===== src/rtl/tmr_pair_pkg.sv =====
package tmr_pair_pkg;

    localparam int BYTE_W  = 8;
    localparam int LOW13_W = 5;
    localparam int ADDR_W  = 3;

    typedef enum logic [1:0] {
        MODE_13B    = 2'b00,
        MODE_16B    = 2'b01,
        MODE_RELOAD = 2'b10,
        MODE_SPLIT  = 2'b11
    } tmode_e;

    typedef struct packed {
        logic   gate;
        logic   ext;
        tmode_e mode;
    } chcfg_t;

    localparam logic [ADDR_W-1:0] A_CFG  = 3'd0;
    localparam logic [ADDR_W-1:0] A_CTRL = 3'd1;
    localparam logic [ADDR_W-1:0] A_CNT0 = 3'd2;

endpackage


===== src/rtl/tmr_edge_smp.sv =====
module tmr_edge_smp #(
    parameter int N = 2
) (
    input  logic         clk,
    input  logic         rst_n,
    input  logic         tick_i,
    input  logic [N-1:0] pin_i,
    output logic [N-1:0] fall_o
);

    logic [N-1:0] smp_d, smp_q;

    always_comb begin
        smp_d  = tick_i ? pin_i : smp_q;
        fall_o = {N{tick_i}} & smp_q & ~pin_i;
    end

    always_ff @(posedge clk) begin
        if (!rst_n) smp_q <= '0;
        else        smp_q <= smp_d;
    end

    for (genvar g = 0; g < N; g++) begin : g_chk

        fall_then_low_chk: assert property (@(posedge clk) disable iff (!rst_n)
            fall_o[g] |=> !smp_q[g]);

        no_tick_hold_chk: assert property (@(posedge clk) disable iff (!rst_n)
            !tick_i |=> smp_q[g] == $past(smp_q[g]));
    end

endmodule


===== src/rtl/tmr_chan.sv =====
module tmr_chan
    import tmr_pair_pkg::*;
#(
    parameter int DW       = BYTE_W,
    parameter int LW       = LOW13_W,
    parameter bit SPLIT_OK = 1'b1
) (
    input  logic          clk,
    input  logic          rst_n,
    input  tmode_e        mode_i,
    input  logic          inc_i,
    input  logic          inc_hi_i,
    input  logic          wr_lo_i,
    input  logic          wr_hi_i,
    input  logic [DW-1:0] wdata_i,
    output logic [DW-1:0] lo_o,
    output logic [DW-1:0] hi_o,
    output logic          ovf_o,
    output logic          ovf_hi_o
);

    localparam logic [LW-1:0]   L_ONE = LW'(1);
    localparam logic [DW-1:0]   B_ONE = DW'(1);
    localparam logic [2*DW-1:0] W_ONE = (2*DW)'(1);

    typedef struct packed {
        logic [DW-1:0] lo;
        logic [DW-1:0] hi;
    } cnt_t;

    cnt_t st_d, st_q;
    logic [2*DW-1:0] cat_sum;

    assign cat_sum = {st_q.hi, st_q.lo} + W_ONE;

    always_comb begin
        st_d     = st_q;
        ovf_o    = 1'b0;
        ovf_hi_o = 1'b0;
        if (wr_lo_i || wr_hi_i) begin
            if (wr_lo_i) st_d.lo = wdata_i;
            if (wr_hi_i) st_d.hi = wdata_i;
        end else begin
            case (mode_i)
                MODE_13B: begin
                    if (inc_i) begin
                        if (st_q.lo[LW-1:0] == '1) begin
                            st_d.lo[LW-1:0] = '0;
                            st_d.hi         = st_q.hi + B_ONE;
                            ovf_o           = (st_q.hi == '1);
                        end else begin
                            st_d.lo[LW-1:0] = st_q.lo[LW-1:0] + L_ONE;
                        end
                    end
                end
                MODE_16B: begin
                    if (inc_i) begin
                        {st_d.hi, st_d.lo} = cat_sum;
                        ovf_o = ({st_q.hi, st_q.lo} == '1);
                    end
                end
                MODE_RELOAD: begin
                    if (inc_i) begin
                        if (st_q.lo == '1) begin
                            st_d.lo = st_q.hi;
                            ovf_o   = 1'b1;
                        end else begin
                            st_d.lo = st_q.lo + B_ONE;
                        end
                    end
                end
                MODE_SPLIT: begin
                    if (SPLIT_OK) begin
                        if (inc_i) begin
                            st_d.lo = st_q.lo + B_ONE;
                            ovf_o   = (st_q.lo == '1);
                        end
                        if (inc_hi_i) begin
                            st_d.hi  = st_q.hi + B_ONE;
                            ovf_hi_o = (st_q.hi == '1);
                        end
                    end
                end
                default: st_d = st_q;
            endcase
        end
    end

    always_ff @(posedge clk) begin
        if (!rst_n) st_q <= '0;
        else        st_q <= st_d;
    end

    assign lo_o = st_q.lo;
    assign hi_o = st_q.hi;


    reload_chk: assert property (@(posedge clk) disable iff (!rst_n)
        (mode_i == MODE_RELOAD && inc_i && st_q.lo == '1 && !wr_lo_i && !wr_hi_i)
        |=> (st_q.lo == $past(st_q.hi)) && (st_q.hi == $past(st_q.hi)));


    upper_hold_chk: assert property (@(posedge clk) disable iff (!rst_n)
        (mode_i == MODE_13B && !wr_lo_i)
        |=> st_q.lo[DW-1:LW] == $past(st_q.lo[DW-1:LW]));


    wr_prio_chk: assert property (@(posedge clk) disable iff (!rst_n)
        wr_lo_i |=> st_q.lo == $past(wdata_i));


    idle_chk: assert property (@(posedge clk) disable iff (!rst_n)
        (!inc_i && !inc_hi_i && !wr_lo_i && !wr_hi_i) |=> st_q == $past(st_q));

endmodule


===== src/rtl/tmr_pair.sv =====
module tmr_pair
    import tmr_pair_pkg::*;
#(
    parameter int DW = BYTE_W,
    parameter int LW = LOW13_W,
    parameter int AW = ADDR_W
) (
    input  logic          clk,
    input  logic          rst_n,
    input  logic          tick_i,
    input  logic [1:0]    cnt_pin_i,
    input  logic [1:0]    gate_pin_i,
    input  logic [1:0]    ack_i,
    input  logic          wr_en_i,
    input  logic [AW-1:0] wr_addr_i,
    input  logic [DW-1:0] wr_data_i,
    input  logic [AW-1:0] rd_addr_i,
    output logic [DW-1:0] rd_data_o,
    output logic [1:0]    ovf_flag_o
);

    localparam int NCH = 2;

    typedef struct packed {
        logic [4*NCH-1:0] cfg;
        logic [NCH-1:0]   run;
        logic [NCH-1:0]   flag;
    } regs_t;

    regs_t st_d, st_q;

    chcfg_t          cfg     [NCH];
    logic [NCH-1:0]  fall;
    logic [NCH-1:0]  inc, inc_hi, wr_lo, wr_hi, ovf, ovf_hi, set;
    logic [DW-1:0]   lo_w    [NCH];
    logic [DW-1:0]   hi_w    [NCH];
    logic            wr_ctrl, split0;

    tmr_edge_smp #(.N(NCH)) u_smp (
        .clk    (clk),
        .rst_n  (rst_n),
        .tick_i (tick_i),
        .pin_i  (cnt_pin_i),
        .fall_o (fall)
    );

    for (genvar g = 0; g < NCH; g++) begin : g_ch
        assign cfg[g] = chcfg_t'(st_q.cfg[4*g +: 4]);

        tmr_chan #(.DW(DW), .LW(LW), .SPLIT_OK(g == 0)) u_chan (
            .clk      (clk),
            .rst_n    (rst_n),
            .mode_i   (cfg[g].mode),
            .inc_i    (inc[g]),
            .inc_hi_i (inc_hi[g]),
            .wr_lo_i  (wr_lo[g]),
            .wr_hi_i  (wr_hi[g]),
            .wdata_i  (wr_data_i),
            .lo_o     (lo_w[g]),
            .hi_o     (hi_w[g]),
            .ovf_o    (ovf[g]),
            .ovf_hi_o (ovf_hi[g])
        );
    end

    // counting enables and register decode
    always_comb begin
        split0  = (cfg[0].mode == MODE_SPLIT);
        wr_ctrl = wr_en_i && (wr_addr_i == A_CTRL);
        for (int i = 0; i < NCH; i++) begin
            wr_lo[i] = wr_en_i && (wr_addr_i == A_CNT0 + AW'(2 * i));
            wr_hi[i] = wr_en_i && (wr_addr_i == A_CNT0 + AW'(2 * i + 1));
            inc[i]   = st_q.run[i] && (!cfg[i].gate || gate_pin_i[i])
                       && (cfg[i].ext ? fall[i] : tick_i);
            inc_hi[i] = 1'b0;
        end
        inc_hi[0] = split0 && st_q.run[1] && tick_i;
        if (cfg[1].mode == MODE_SPLIT) inc[1] = 1'b0;
        set[0] = ovf[0];
        set[1] = (split0 ? ovf_hi[0] : ovf[1]) | ovf_hi[1];
    end

    // next register state
    always_comb begin
        st_d      = st_q;
        st_d.flag = (st_q.flag & ~ack_i) | set;
        if (wr_en_i && wr_addr_i == A_CFG) st_d.cfg = wr_data_i;
        if (wr_ctrl) begin
            st_d.flag = {wr_data_i[DW-1], wr_data_i[DW-3]};
            st_d.run  = {wr_data_i[DW-2], wr_data_i[DW-4]};
        end
    end

    always_ff @(posedge clk) begin
        if (!rst_n) st_q <= '0;
        else        st_q <= st_d;
    end

    always_comb begin
        case (rd_addr_i)
            A_CFG:           rd_data_o = st_q.cfg;
            A_CTRL:          rd_data_o = {st_q.flag[1], st_q.run[1], st_q.flag[0],
                                          st_q.run[0], {(DW-4){1'b0}}};
            A_CNT0:          rd_data_o = lo_w[0];
            A_CNT0 + AW'(1): rd_data_o = hi_w[0];
            A_CNT0 + AW'(2): rd_data_o = lo_w[1];
            A_CNT0 + AW'(3): rd_data_o = hi_w[1];
            default:         rd_data_o = '0;
        endcase
    end

    assign ovf_flag_o = st_q.flag;


    flag_hold_chk: assert property (@(posedge clk) disable iff (!rst_n)
        (st_q.flag[0] && !ack_i[0] && !wr_ctrl) |=> st_q.flag[0]);


    flag_set_chk: assert property (@(posedge clk) disable iff (!rst_n)
        (set[0] && !wr_ctrl) |=> st_q.flag[0]);


    ack_clr_chk: assert property (@(posedge clk) disable iff (!rst_n)
        (ack_i[1] && !set[1] && !wr_ctrl) |=> !st_q.flag[1]);


    ch1_split_hold_chk: assert property (@(posedge clk) disable iff (!rst_n)
        (cfg[1].mode == MODE_SPLIT && !wr_lo[1] && !wr_hi[1])
        |=> (lo_w[1] == $past(lo_w[1])) && (hi_w[1] == $past(hi_w[1])));


    gate_block_chk: assert property (@(posedge clk) disable iff (!rst_n)
        (cfg[0].gate && !gate_pin_i[0] && cfg[0].mode == MODE_16B
         && !wr_lo[0] && !wr_hi[0])
        |=> (lo_w[0] == $past(lo_w[0])) && (hi_w[0] == $past(hi_w[0])));

endmodule


===== config.mk =====
export PLATFORM = sky130hd
export DESIGN_NAME = tmr_pair
export DESIGN_NICKNAME = d
export VERILOG_FILES = /design/src/rtl/tmr_pair_pkg.sv /design/src/rtl/tmr_edge_smp.sv /design/src/rtl/tmr_chan.sv /design/src/rtl/tmr_pair.sv
export SDC_FILE = /design/constraint.sdc
export NUM_CORES = 1
export LEC_CHECK = 0
export ABC_AREA = 1
export BUFFER_PORTS_ARGS = -buffer_cell sky130_fd_sc_hd__buf_2
export CORE_UTILIZATION = 50
export DETAILED_ROUTE_END_ITERATION = 10
export GPL_ROUTABILITY_DRIVEN = 0
export GPL_TIMING_DRIVEN = 0
export PLACE_DENSITY = 0.78
export SLEW_MARGIN = 20
export SYNTH_ARGS = -nofsm -noshare
export SYNTH_HDL_FRONTEND = slang
export SYNTH_SLANG_ARGS = --single-unit

===== constraint.sdc =====
create_clock -name clk -period 1.75 [get_ports clk]
set_input_delay 0.175 -clock clk [delete_from_list [all_inputs] [get_ports clk]]
set_output_delay 0.175 -clock clk [all_outputs]
set_load 0.05 [all_outputs]

==> results by group <==
Routing
  • TritonRoute pass-1 iters: 9
  • Final wirelength: 13000 um
  • DR iter-0 viols: 396
  • Vias per cell: 5.86
  • Post-route DRC violation count: 1
  • WL/cell: 16.5 um
  • Vias post-DR: 4637
  • Final ANT Viol Nets: 0

Floorplanning
  • Num ports: 34
  • Core area: 0.00733 mm2
  • Initial core utilization: 0.525
  • Row count: 31
  • Die area: 0.00806 mm2
  • Die height: 89.8 um
  • Chip Width: 89.8 um

Clocking
  • Worst-Skew Late Latency: 0.31 ns
  • Clk buf depth: 2
  • Clk sinks: 46
  • Worst-path clk slew: 0.09 ns
  • Cts bufs inserted: 5
  • Root Driver: clkbuf_8
  • H-Tree Depth: 2
  • CTS tree: done
  • Cts hold-fix bufs: 0

Synth
  • Ys async rst share: 0
  • Ys flop type: dfxtp_1
  • Post-synthesis register bit count: 46
  • EDFF count, synth: 0
  • Syn Area/Cell: 5.92 um2
  • Sequential-to-total area share from yosys stat: 0.239
  • Distinct cells, synth: 40
  • Synthesized area: 0.00385 mm2
  • Post-Syn Nets: 689
  • Synth warn: 0
  • Post-Synthesis Cells: 650

Layout
  • Fin nets: 731
  • Layout area overhead: 18.6%
  • Non-Filler Instances: 791
  • ANT cells: 0
  • Ratio of cells with drive above 1 in the final layout: 0.198
  • Most common cell after layout, fill and taps aside: nand2_1
  • Post-Route Utilization: 0.623
  • Fillcell total: 692
  • Final instance area: 0.00457 mm2
  • Most frequent cells in the layout: nand2_1 (144), nor2_1 (74), inv_1 (72)

Hold path
  • Hold crit path type: primary input to flip-flop

Power and ir drop
  • Seq pwr share: 0.459
  • Sw power: 0.991 mW
  • Power Dens Cells: 582 mW/mm2
  • Sw Ratio: 0.373
  • Total power: 2.66 mW
  • Power Internal: 1.67 mW
  • Logic pwr share: 0.296
  • Leakage: 2.08 nW
  • Peak supply drop: 0.000338 V
  • Clock share of power: 0.245

GRT
  • Vias in the first global route: 4135
  • Most used routing layer: met2
  • Grt met3 use: 0.0372
  • Initial antenna violation count: 0
  • Global-route wire length before repair: 20000 um
  • Total global-route track usage: 0.310
  • GR Util met1: 0.381
  • Total global routing overflow: 0
  • Met2 GRT Util: 0.537
  • Pin count of the biggest net entering global routing: 13

Timing
  • Final period util: 1.00
  • Fin crit period: 1.75 ns
  • Slew margin rel.: 0.571
  • Slew @ Worst Pin: 0.643 ns
  • Final setup violation count: 1
  • Max Clock Freq: 0.570 GHz
  • Final Hold Fails: 0
  • Unrepaired setup endpoints after global routing: yes
  • Max Slew Vio Count: 0
  • Setup ws final: -0.00491 ns
  • Worst Skew: 0.00518 ns

Critical path
  • Critical path's slowest cell: dfxtp_4
  • Critical Path RT: 1.95 ns
  • Critical path's largest stage delay: 0.38 ns
  • CP arrival: 1.96 ns
  • Kind of critical path: flip-flop to flip-flop
  • Worst-path maximum fanout: 6
  • CP Cell Sequence: ha_4 > nand2_4 > nor2_4 > ha_4 > o21ai_2 > a21oi_2 > nand2_2 > buf_6 > nor2_1 > a21oi_2
  • CP Launch Type: flip-flop
  • Critical path capture point type: flip-flop

Run status
  • Status: complete, but fails checks
  • Violated checks: design-rule violations, negative setup slack

Placed design
  • Place WS: -0.205 ns
  • # port buffers: 32
  • Post-placement cell count: 781
  • DP HPWL: 9630 um
  • Placed cell areas: 0.00414 mm2

Run
  • Max Cap Viol: 0
[flip-flops by register name (all words and copies together) (netlist names)]
register and count:
u_smp.smp_q 2, ovf_flag_o 2, g_ch.u_chan.hi_o 16, st_q 2, g_ch.u_chan.lo_o 16, cfg 8
[layer usage]
layer | share of wire | vias up
li1 | - | 2207
met1 | 0.38 | 2081
met2 | 0.48 | 290
met3 | 0.10 | 59
met4 | 0.041 | 0
met5 | 0 | -
[cell families (layout without fill, tap and decap cells)]
family          after synthesis  in the layout  share of synthesized area
buf+inv                     102            144                      0.109
fa+ha+maj                    15             15                     0.0487
xor+xnor                     11             11                     0.0250
flops                        46             46                      0.239
simple gates                338            338                      0.383
compound gates              138            138                      0.195
[synthesized netlist by cell type, types with 4 or more instances]
| cell | instances | area (um2) |
|---|---|---|
| nand2_1 | 158 | 593 |
| ha_1 | 15 | 188 |
| inv_1 | 79 | 297 |
| nor3_1 | 8 | 40.0 |
| buf_2 | 5 | 25.0 |
| dfxtp_1 | 46 | 921 |
| a21oi_1 | 62 | 310 |
| o21ai_0 | 51 | 255 |
| nand4_1 | 10 | 62.6 |
| nand2_2 | 6 | 37.5 |
| nand3_1 | 54 | 270 |
| o22ai_1 | 7 | 43.8 |
| o211ai_1 | 4 | 30.0 |
| nor2_1 | 84 | 315 |
| clkbuf_1 | 8 | 30.0 |
| xor2_1 | 8 | 70.1 |
[layout make-up]
cell class / instances / area, um2 / area share
buffer: 16 / 109 / 0.0238
clock buffer: 7 / 76.3 / 0.0167
inverter: 84 / 320 / 0.0702
multi-input combinational: 502 / 2760 / 0.605
sequential: 46 / 946 / 0.207
tap: 99 / 124 / 0.0271
timing repair buffer: 37 / 226 / 0.0496
[final timing paths]
path | from | cells after the start | slack (ns) | endpoint
worst max-delay path | g_ch[1].u_chan.lo_o[1]$_SDFFE_PN0P_ | 10 | -0.005 | g_ch[1].u_chan.hi_o[3]$_SDFFE_PN0P_
worst min-delay path | wr_data_i[7] | 3 | 0.17 | ovf_flag_o[1]$_SDFF_PN0_
worst max register to register | g_ch[1].u_chan.lo_o[1]$_SDFFE_PN0P_ | 10 | -0.005 | g_ch[1].u_chan.hi_o[3]$_SDFFE_PN0P_
worst min register to register | u_smp.smp_q[1]$_SDFFE_PN0P_ | 2 | 0.46 | u_smp.smp_q[1]$_SDFFE_PN0P_
[through the flow]
step           TNS (ns)  hold WS [ns]
2_1_floorplan         0         0.324
3_3_place_gp      -3.07         0.439
3_5_place_dp      -3.97         0.453
4_1_cts         -0.0233         0.166
5_1_grt          -0.366         0.165
6_report       -0.00491         0.173
[power by group through the flow]
stage	clock network (mW)	logic, mW	registers [mW]
after floorplan	0	0.510	1.19
after global placement	0	0.668	1.22
after detailed placement	0	0.683	1.22
after CTS	0.656	0.699	1.21
after global routing	0.697	0.865	1.22
final	0.652	0.786	1.22
[what timing repair did]
item	in CTS	in global routing
setup buffers	2	1
endpoints found under the setup margin	36	36
pin swaps	4	18
resized for setup	24	76
cloned	0	2
[worst max-delay path: cells and delay by family, from the launching register on]
family / cells / cell delay, ns
and+or+nand+nor: 4 / 0.48
DFF: 1 / 0.38
adders and majority gates: 2 / 0.33
AOI/OAI and AO/OA: 3 / 0.29
buffers and inverters: 1 / 0.17
Note: power is estimated with default switching activity, not from simulation.
